File: src/rtl/gpio_port_pkg.sv
// Package: register addresses and shared constants of the GPIO port.
// Assumes a 3-bit register address space; unused codes read as zero.
package gpio_port_pkg;
    localparam int ADDR_W = 3;

    typedef enum logic [ADDR_W-1:0] {
        SEL_DIR = 3'd0,
        SEL_LAT = 3'd1,
        SEL_ODE = 3'd2,
        SEL_ANA = 3'd3,
        SEL_PIN = 3'd4
    } port_sel_e;
endpackage

File: src/rtl/gpio_cfg_regs.sv
// Configuration register bank and read mux of the GPIO port.
// Assumes single-cycle write strobes; reads are combinational.
module gpio_cfg_regs
    import gpio_port_pkg::*;
#(
    parameter int WIDTH = 16
) (
    input  logic              clk,
    input  logic              rst_n,
    input  logic [ADDR_W-1:0] addr,
    input  logic              wr,
    input  logic [WIDTH-1:0]  wdata,
    input  logic [WIDTH-1:0]  pin_val,
    output logic [WIDTH-1:0]  dir_q,
    output logic [WIDTH-1:0]  lat_q,
    output logic [WIDTH-1:0]  ode_q,
    output logic [WIDTH-1:0]  ana_q,
    output logic [WIDTH-1:0]  rdata
);
    localparam logic [WIDTH-1:0] ALL_IN = {WIDTH{1'b1}};

    // Write decode: load the addressed register, reset to all inputs.
    always_ff @(posedge clk) begin
        if (!rst_n) begin
            dir_q <= ALL_IN;
            lat_q <= '0;
            ode_q <= '0;
            ana_q <= '0;
        end else if (wr) begin
            case (addr)
                SEL_DIR: dir_q <= wdata;
                SEL_LAT: lat_q <= wdata;
                SEL_ODE: ode_q <= wdata;
                SEL_ANA: ana_q <= wdata;
                default: ;
            endcase
        end
    end

    // Read mux: register contents by address, zero for unused codes.
    always_comb begin
        case (addr)
            SEL_DIR: rdata = dir_q;
            SEL_LAT: rdata = lat_q;
            SEL_ODE: rdata = ode_q;
            SEL_ANA: rdata = ana_q;
            SEL_PIN: rdata = pin_val;
            default: rdata = '0;
        endcase
    end
endmodule

File: src/rtl/gpio_pad_drive.sv
// Per-pin output stage: push-pull or open-drain drive from the latch.
// Assumes the pad resolves a released pin through an external pull-up.
module gpio_pad_drive #(
    parameter int WIDTH = 16
) (
    input  logic [WIDTH-1:0] dir_q,
    input  logic [WIDTH-1:0] lat_q,
    input  logic [WIDTH-1:0] ode_q,
    output logic [WIDTH-1:0] pad_oe,
    output logic [WIDTH-1:0] pad_out
);
    for (genvar i = 0; i < WIDTH; i++) begin : g_pin
        // Pin drive: input releases, open-drain drives only a low level.
        always_comb begin
            if (dir_q[i]) begin
                pad_oe[i]  = 1'b0;
                pad_out[i] = 1'b0;
            end else if (ode_q[i]) begin
                pad_oe[i]  = ~lat_q[i];
                pad_out[i] = 1'b0;
            end else begin
                pad_oe[i]  = 1'b1;
                pad_out[i] = lat_q[i];
            end
        end
    end
endmodule

File: src/rtl/gpio_in_sync.sv
// Input path: synchronizer chain per bit, then analog-masked pin register.
// Assumes SYNC_STAGES >= 2; pad inputs may change at any time.
module gpio_in_sync #(
    parameter int WIDTH       = 16,
    parameter int SYNC_STAGES = 2
) (
    input  logic             clk,
    input  logic             rst_n,
    input  logic [WIDTH-1:0] pad_in,
    input  logic [WIDTH-1:0] ana_q,
    output logic [WIDTH-1:0] pin_q
);
    localparam int LAST = SYNC_STAGES - 1;

    logic [WIDTH-1:0] stage [SYNC_STAGES];

    // First synchronizer flop samples the asynchronous pads.
    always_ff @(posedge clk) begin
        if (!rst_n) stage[0] <= '0;
        else        stage[0] <= pad_in;
    end

    for (genvar s = 1; s < SYNC_STAGES; s++) begin : g_stage
        // Further synchronizer flops settle metastability.
        always_ff @(posedge clk) begin
            if (!rst_n) stage[s] <= '0;
            else        stage[s] <= stage[s-1];
        end
    end

    // Readable pin register: analog pins are forced low.
    always_ff @(posedge clk) begin
        if (!rst_n) pin_q <= '0;
        else        pin_q <= stage[LAST] & ~ana_q;
    end
endmodule

File: src/rtl/gpio_port_ctrl.sv
// Top of the GPIO port: register bank, pad drive and input path.
// Assumes a synchronous bus on clk and asynchronous pad inputs.
module gpio_port_ctrl
    import gpio_port_pkg::*;
#(
    parameter int WIDTH       = 16,
    parameter int SYNC_STAGES = 2
) (
    input  logic              clk,
    input  logic              rst_n,
    input  logic [ADDR_W-1:0] bus_addr,
    input  logic              bus_wr,
    input  logic [WIDTH-1:0]  bus_wdata,
    output logic [WIDTH-1:0]  bus_rdata,
    input  logic [WIDTH-1:0]  pad_in,
    output logic [WIDTH-1:0]  pad_oe,
    output logic [WIDTH-1:0]  pad_out
);
    logic [WIDTH-1:0] dir_q, lat_q, ode_q, ana_q, pin_q;

    gpio_cfg_regs #(.WIDTH(WIDTH)) u_regs (
        .clk(clk), .rst_n(rst_n), .addr(bus_addr), .wr(bus_wr),
        .wdata(bus_wdata), .pin_val(pin_q), .dir_q(dir_q), .lat_q(lat_q),
        .ode_q(ode_q), .ana_q(ana_q), .rdata(bus_rdata)
    );

    gpio_pad_drive #(.WIDTH(WIDTH)) u_drive (
        .dir_q(dir_q), .lat_q(lat_q), .ode_q(ode_q),
        .pad_oe(pad_oe), .pad_out(pad_out)
    );

    gpio_in_sync #(.WIDTH(WIDTH), .SYNC_STAGES(SYNC_STAGES)) u_sync (
        .clk(clk), .rst_n(rst_n), .pad_in(pad_in), .ana_q(ana_q),
        .pin_q(pin_q)
    );
endmodule

File: config.mk
export PLATFORM = sky130hd
export DESIGN_NAME = gpio_port_ctrl
export DESIGN_NICKNAME = d
export VERILOG_FILES = /design/src/rtl/gpio_port_pkg.sv /design/src/rtl/gpio_cfg_regs.sv /design/src/rtl/gpio_pad_drive.sv /design/src/rtl/gpio_in_sync.sv /design/src/rtl/gpio_port_ctrl.sv
export SDC_FILE = /design/constraint.sdc
export NUM_CORES = 1
export LEC_CHECK = 0
export BUFFER_PORTS_ARGS = -buffer_cell sky130_fd_sc_hd__buf_2
export CAP_MARGIN = 20
export CORE_ASPECT_RATIO = 2
export CORE_UTILIZATION = 50
export CTS_CLUSTER_DIAMETER = 120
export DETAILED_ROUTE_END_ITERATION = 16
export PLACE_DENSITY = 0.82
export SYNTH_ARGS = -nofsm -noshare
export SYNTH_HDL_FRONTEND = slang
export SYNTH_SLANG_ARGS = --single-unit
export TNS_END_PERCENT = 10
File: constraint.sdc
create_clock -name clk -period 2.3 [get_ports clk]
set_clock_uncertainty 0.1 [all_clocks]
set_input_delay 0.345 -clock clk [delete_from_list [all_inputs] [get_ports clk]]
set_output_delay 0.345 -clock clk [all_outputs]
set_load 0.03 [all_outputs]
==> metrics.txt <==
Root Driver clkbuf_16; Tmin final between 2 and 2.5 ns; main flop type after synthesis dfxtp_1; Global Route Usage Sum 24.52%; Ports 86; synthesized netlist net count approximately 550; Vias per Instance approximately 5.5; Worst Slack Setup Final roughly 0.25 ns; Core Region a little under 9000 µm²; CP Max Fanout between 40 and 50; TritonCTS Sinks around 110; post-synthesis simple-gate area fraction around a quarter; post-synth top area cell dfxtp_1; Post-synth EDFFs 0; DP HPWL approximately 8.1 mm; Syn-to-layout area delta 18.11%; 1st-iter DRT viols 350; synthesized instance count 513; Worst-Margin Slew 0.5041 ns; Via Count 3867; RSZ-0062 raised after global routing false; WHS around 0.10 ns; Post-route DRC 0; FMAX approximately 490 MHz; commonest non-fill, non-tap cells in the layout 146 x nand2_1, 112 x dfxtp_1, 85 x buf_2; Worst VDD drop about 530 µV; row cnt a little under 50; CP startpoint kind input pin; Yosys cell types 33; register bit total from synthesis 112; TritonRoute pass-1 iters 5; FF-to-FF Start u_regs.ode_q[14]$_SDFFE_PN0P_; power density over the cells roughly 730 nW/µm²; CP endpoint bus_rdata[5]; period utilisation layout slightly below 90%; first-pass GRT wire length between 15 and 20 mm; Initial Util 51.10%; largest net degree at the start of global routing around 110; Post-Synth XOR/XNOR Area 0%; r2r setup slk roughly 1.5 ns; main combinational cell family by area after synthesis simple AND/OR/NAND/NOR gates; synth top area cells dfxtp_1 49%, nand2_1 12%, and2_1 4.4%, a21boi_0 4.1%, a21boi_1 3.8%; Slew headroom 66.25%; overall power just under 0.004 W; Yosys warnings 0; Post-CTS Setup Inserts 0; reg-to-reg endpoint u_regs.ode_q[14]$_SDFFE_PN0P_; final hold viol count 0; share of cells above drive strength 1 22.41%; quantity of gates resized following cts 0; total gr overflow 0; Crit. Startpoint bus_addr[1]; Routed Antenna Nets 0; area share of the largest cell type after synthesis about half; post-synthesis mux area share roughly 7.2%; MaxCap Viol Count 0; fin cells 700; Worst R2R Path Depth 2; Crit. End Element output pin; placed cells 684; vias in the first global route slightly below 4000; input/output buffers 85; detailed-route wire length about 12 mm; die height about 140 µm; max-slew violations 0; # hold bufs at CTS 0; CP arrival 1.60 ns; pre-CTS setup slack 0.2527 ns; CTS tree yes; drt wl/cell between 15 and 20 µm; worst skew pair latency 0.34 ns; Pleak ~2.3 nW; Post-Route Setup TNS 0 ns; status finished clean; nets ~630; H-tree Lvls 3; CP required 1.86 ns; Synth Cell Area between 4000 and 5000 µm²; antenna cells 0; Seq/Total Area, Yosys between 40 and 50%; synthesized-area fraction occupied by adder cells 0%; die width slightly below 70 µm; Worst-path clk slew approximately 0.070 ns; WS Path Type input pin to output pin; commonest non-fill, non-tap cell in the layout nand2_1; RePlAce Congestion 0.8156; TritonCTS Buffers 9; die area ~9600 µm²; Async SR Flop Fraction 0%; Tightest Hold Check Type input pin to flop; Syn Area/Cell between 8 and 9 µm²; Finish-stage setup viols 0; area fraction in compound gates after synthesis 13.27%; initial antenna violation count 0; CTS Buffer Depth 2
==> report_power, final <==
part	switching [W]	internal (W)	total, W
combinational	0.000218	0.000151	0.000369
sequential	0.0000365	0.00200	0.00204
clock	0.000672	0.000857	0.00153
==> worst max-delay path, stage by stage <==
cell and delay (ns):
buf_2 0.10, buf_12 0.25, mux2_2 0.37, a221o_1 0.32, buf_2 0.18
==> worst min path at each step <==
stage	startpoint	end	cells after the start
floorplan	u_sync.stage[1][0]$_SDFF_PN0_	u_sync.pin_q[0]$_SDFF_PN0_	2
global placement	u_sync.stage[1][7]$_SDFF_PN0_	u_sync.pin_q[7]$_SDFF_PN0_	2
detailed placement	u_sync.stage[1][6]$_SDFF_PN0_	u_sync.pin_q[6]$_SDFF_PN0_	2
CTS	pad_in[4]	u_sync.stage[0][4]$_SDFF_PN0_	2
global route	pad_in[2]	u_sync.stage[0][2]$_SDFF_PN0_	2
finish	pad_in[12]	u_sync.stage[0][12]$_SDFF_PN0_	2
==> metrics by stage <==
stage	area, µm²	utilization [%]
after detailed placement	5100	56.98
after global placement	5100	56.98
final	5403	60.36
after global routing	5403	60.36
after CTS	5403	60.36
after floorplan	4574	-
==> area by class of cell <==
cell class                 count  area [µm²]
sequential                   112        2242
tap                          102       127.6
fill                         790        3548
clock buffer                  13       280.3
timing repair buffer         104       593.1
multi-input combinational    364        2130
clock inverter                 3       22.52
inverter                       2       7.507
==> sequential cells by signal, summed over array words and instances (netlist names) <==
| name | flops |
|---|---|
| u_regs.lat_q | 16 |
| u_regs.ode_q | 16 |
| u_sync.pin_q | 16 |
| u_regs.dir_q | 16 |
| u_regs.ana_q | 16 |
| u_sync.stage | 32 |
==> Yosys cell counts (5+ instances only) <==
cell,instances
clkbuf_1,14
nor3b_1,16
and2_1,32
a21boi_1,23
a21oi_1,16
buf_4,5
nand2_1,146
a221o_1,14
mux2i_1,15
buf_2,11
dfxtp_1,112
mux2_2,10
nor2_1,31
a21boi_0,25
nand3_1,16
==> metal layers <==
layer / GRT usage (%) / wire length, µm / vias to the layer above
met5: 0 / 0 / -
met1: 25.42 / 4170 / 1829
met3: 3.219 / 513 / 45
met2: 45.58 / 6317 / 122
li1: - / - / 1871
met4: 16.22 / 535 / 0
==> kinds of logic after synthesis <==
kind of cell / count (synthesis)
AOI/OAI and AO/OA: 82
buffers and inverters: 37
and+or+nand+nor: 252
muxes: 30
DFF: 112
(Power assumes the default switching activity.)
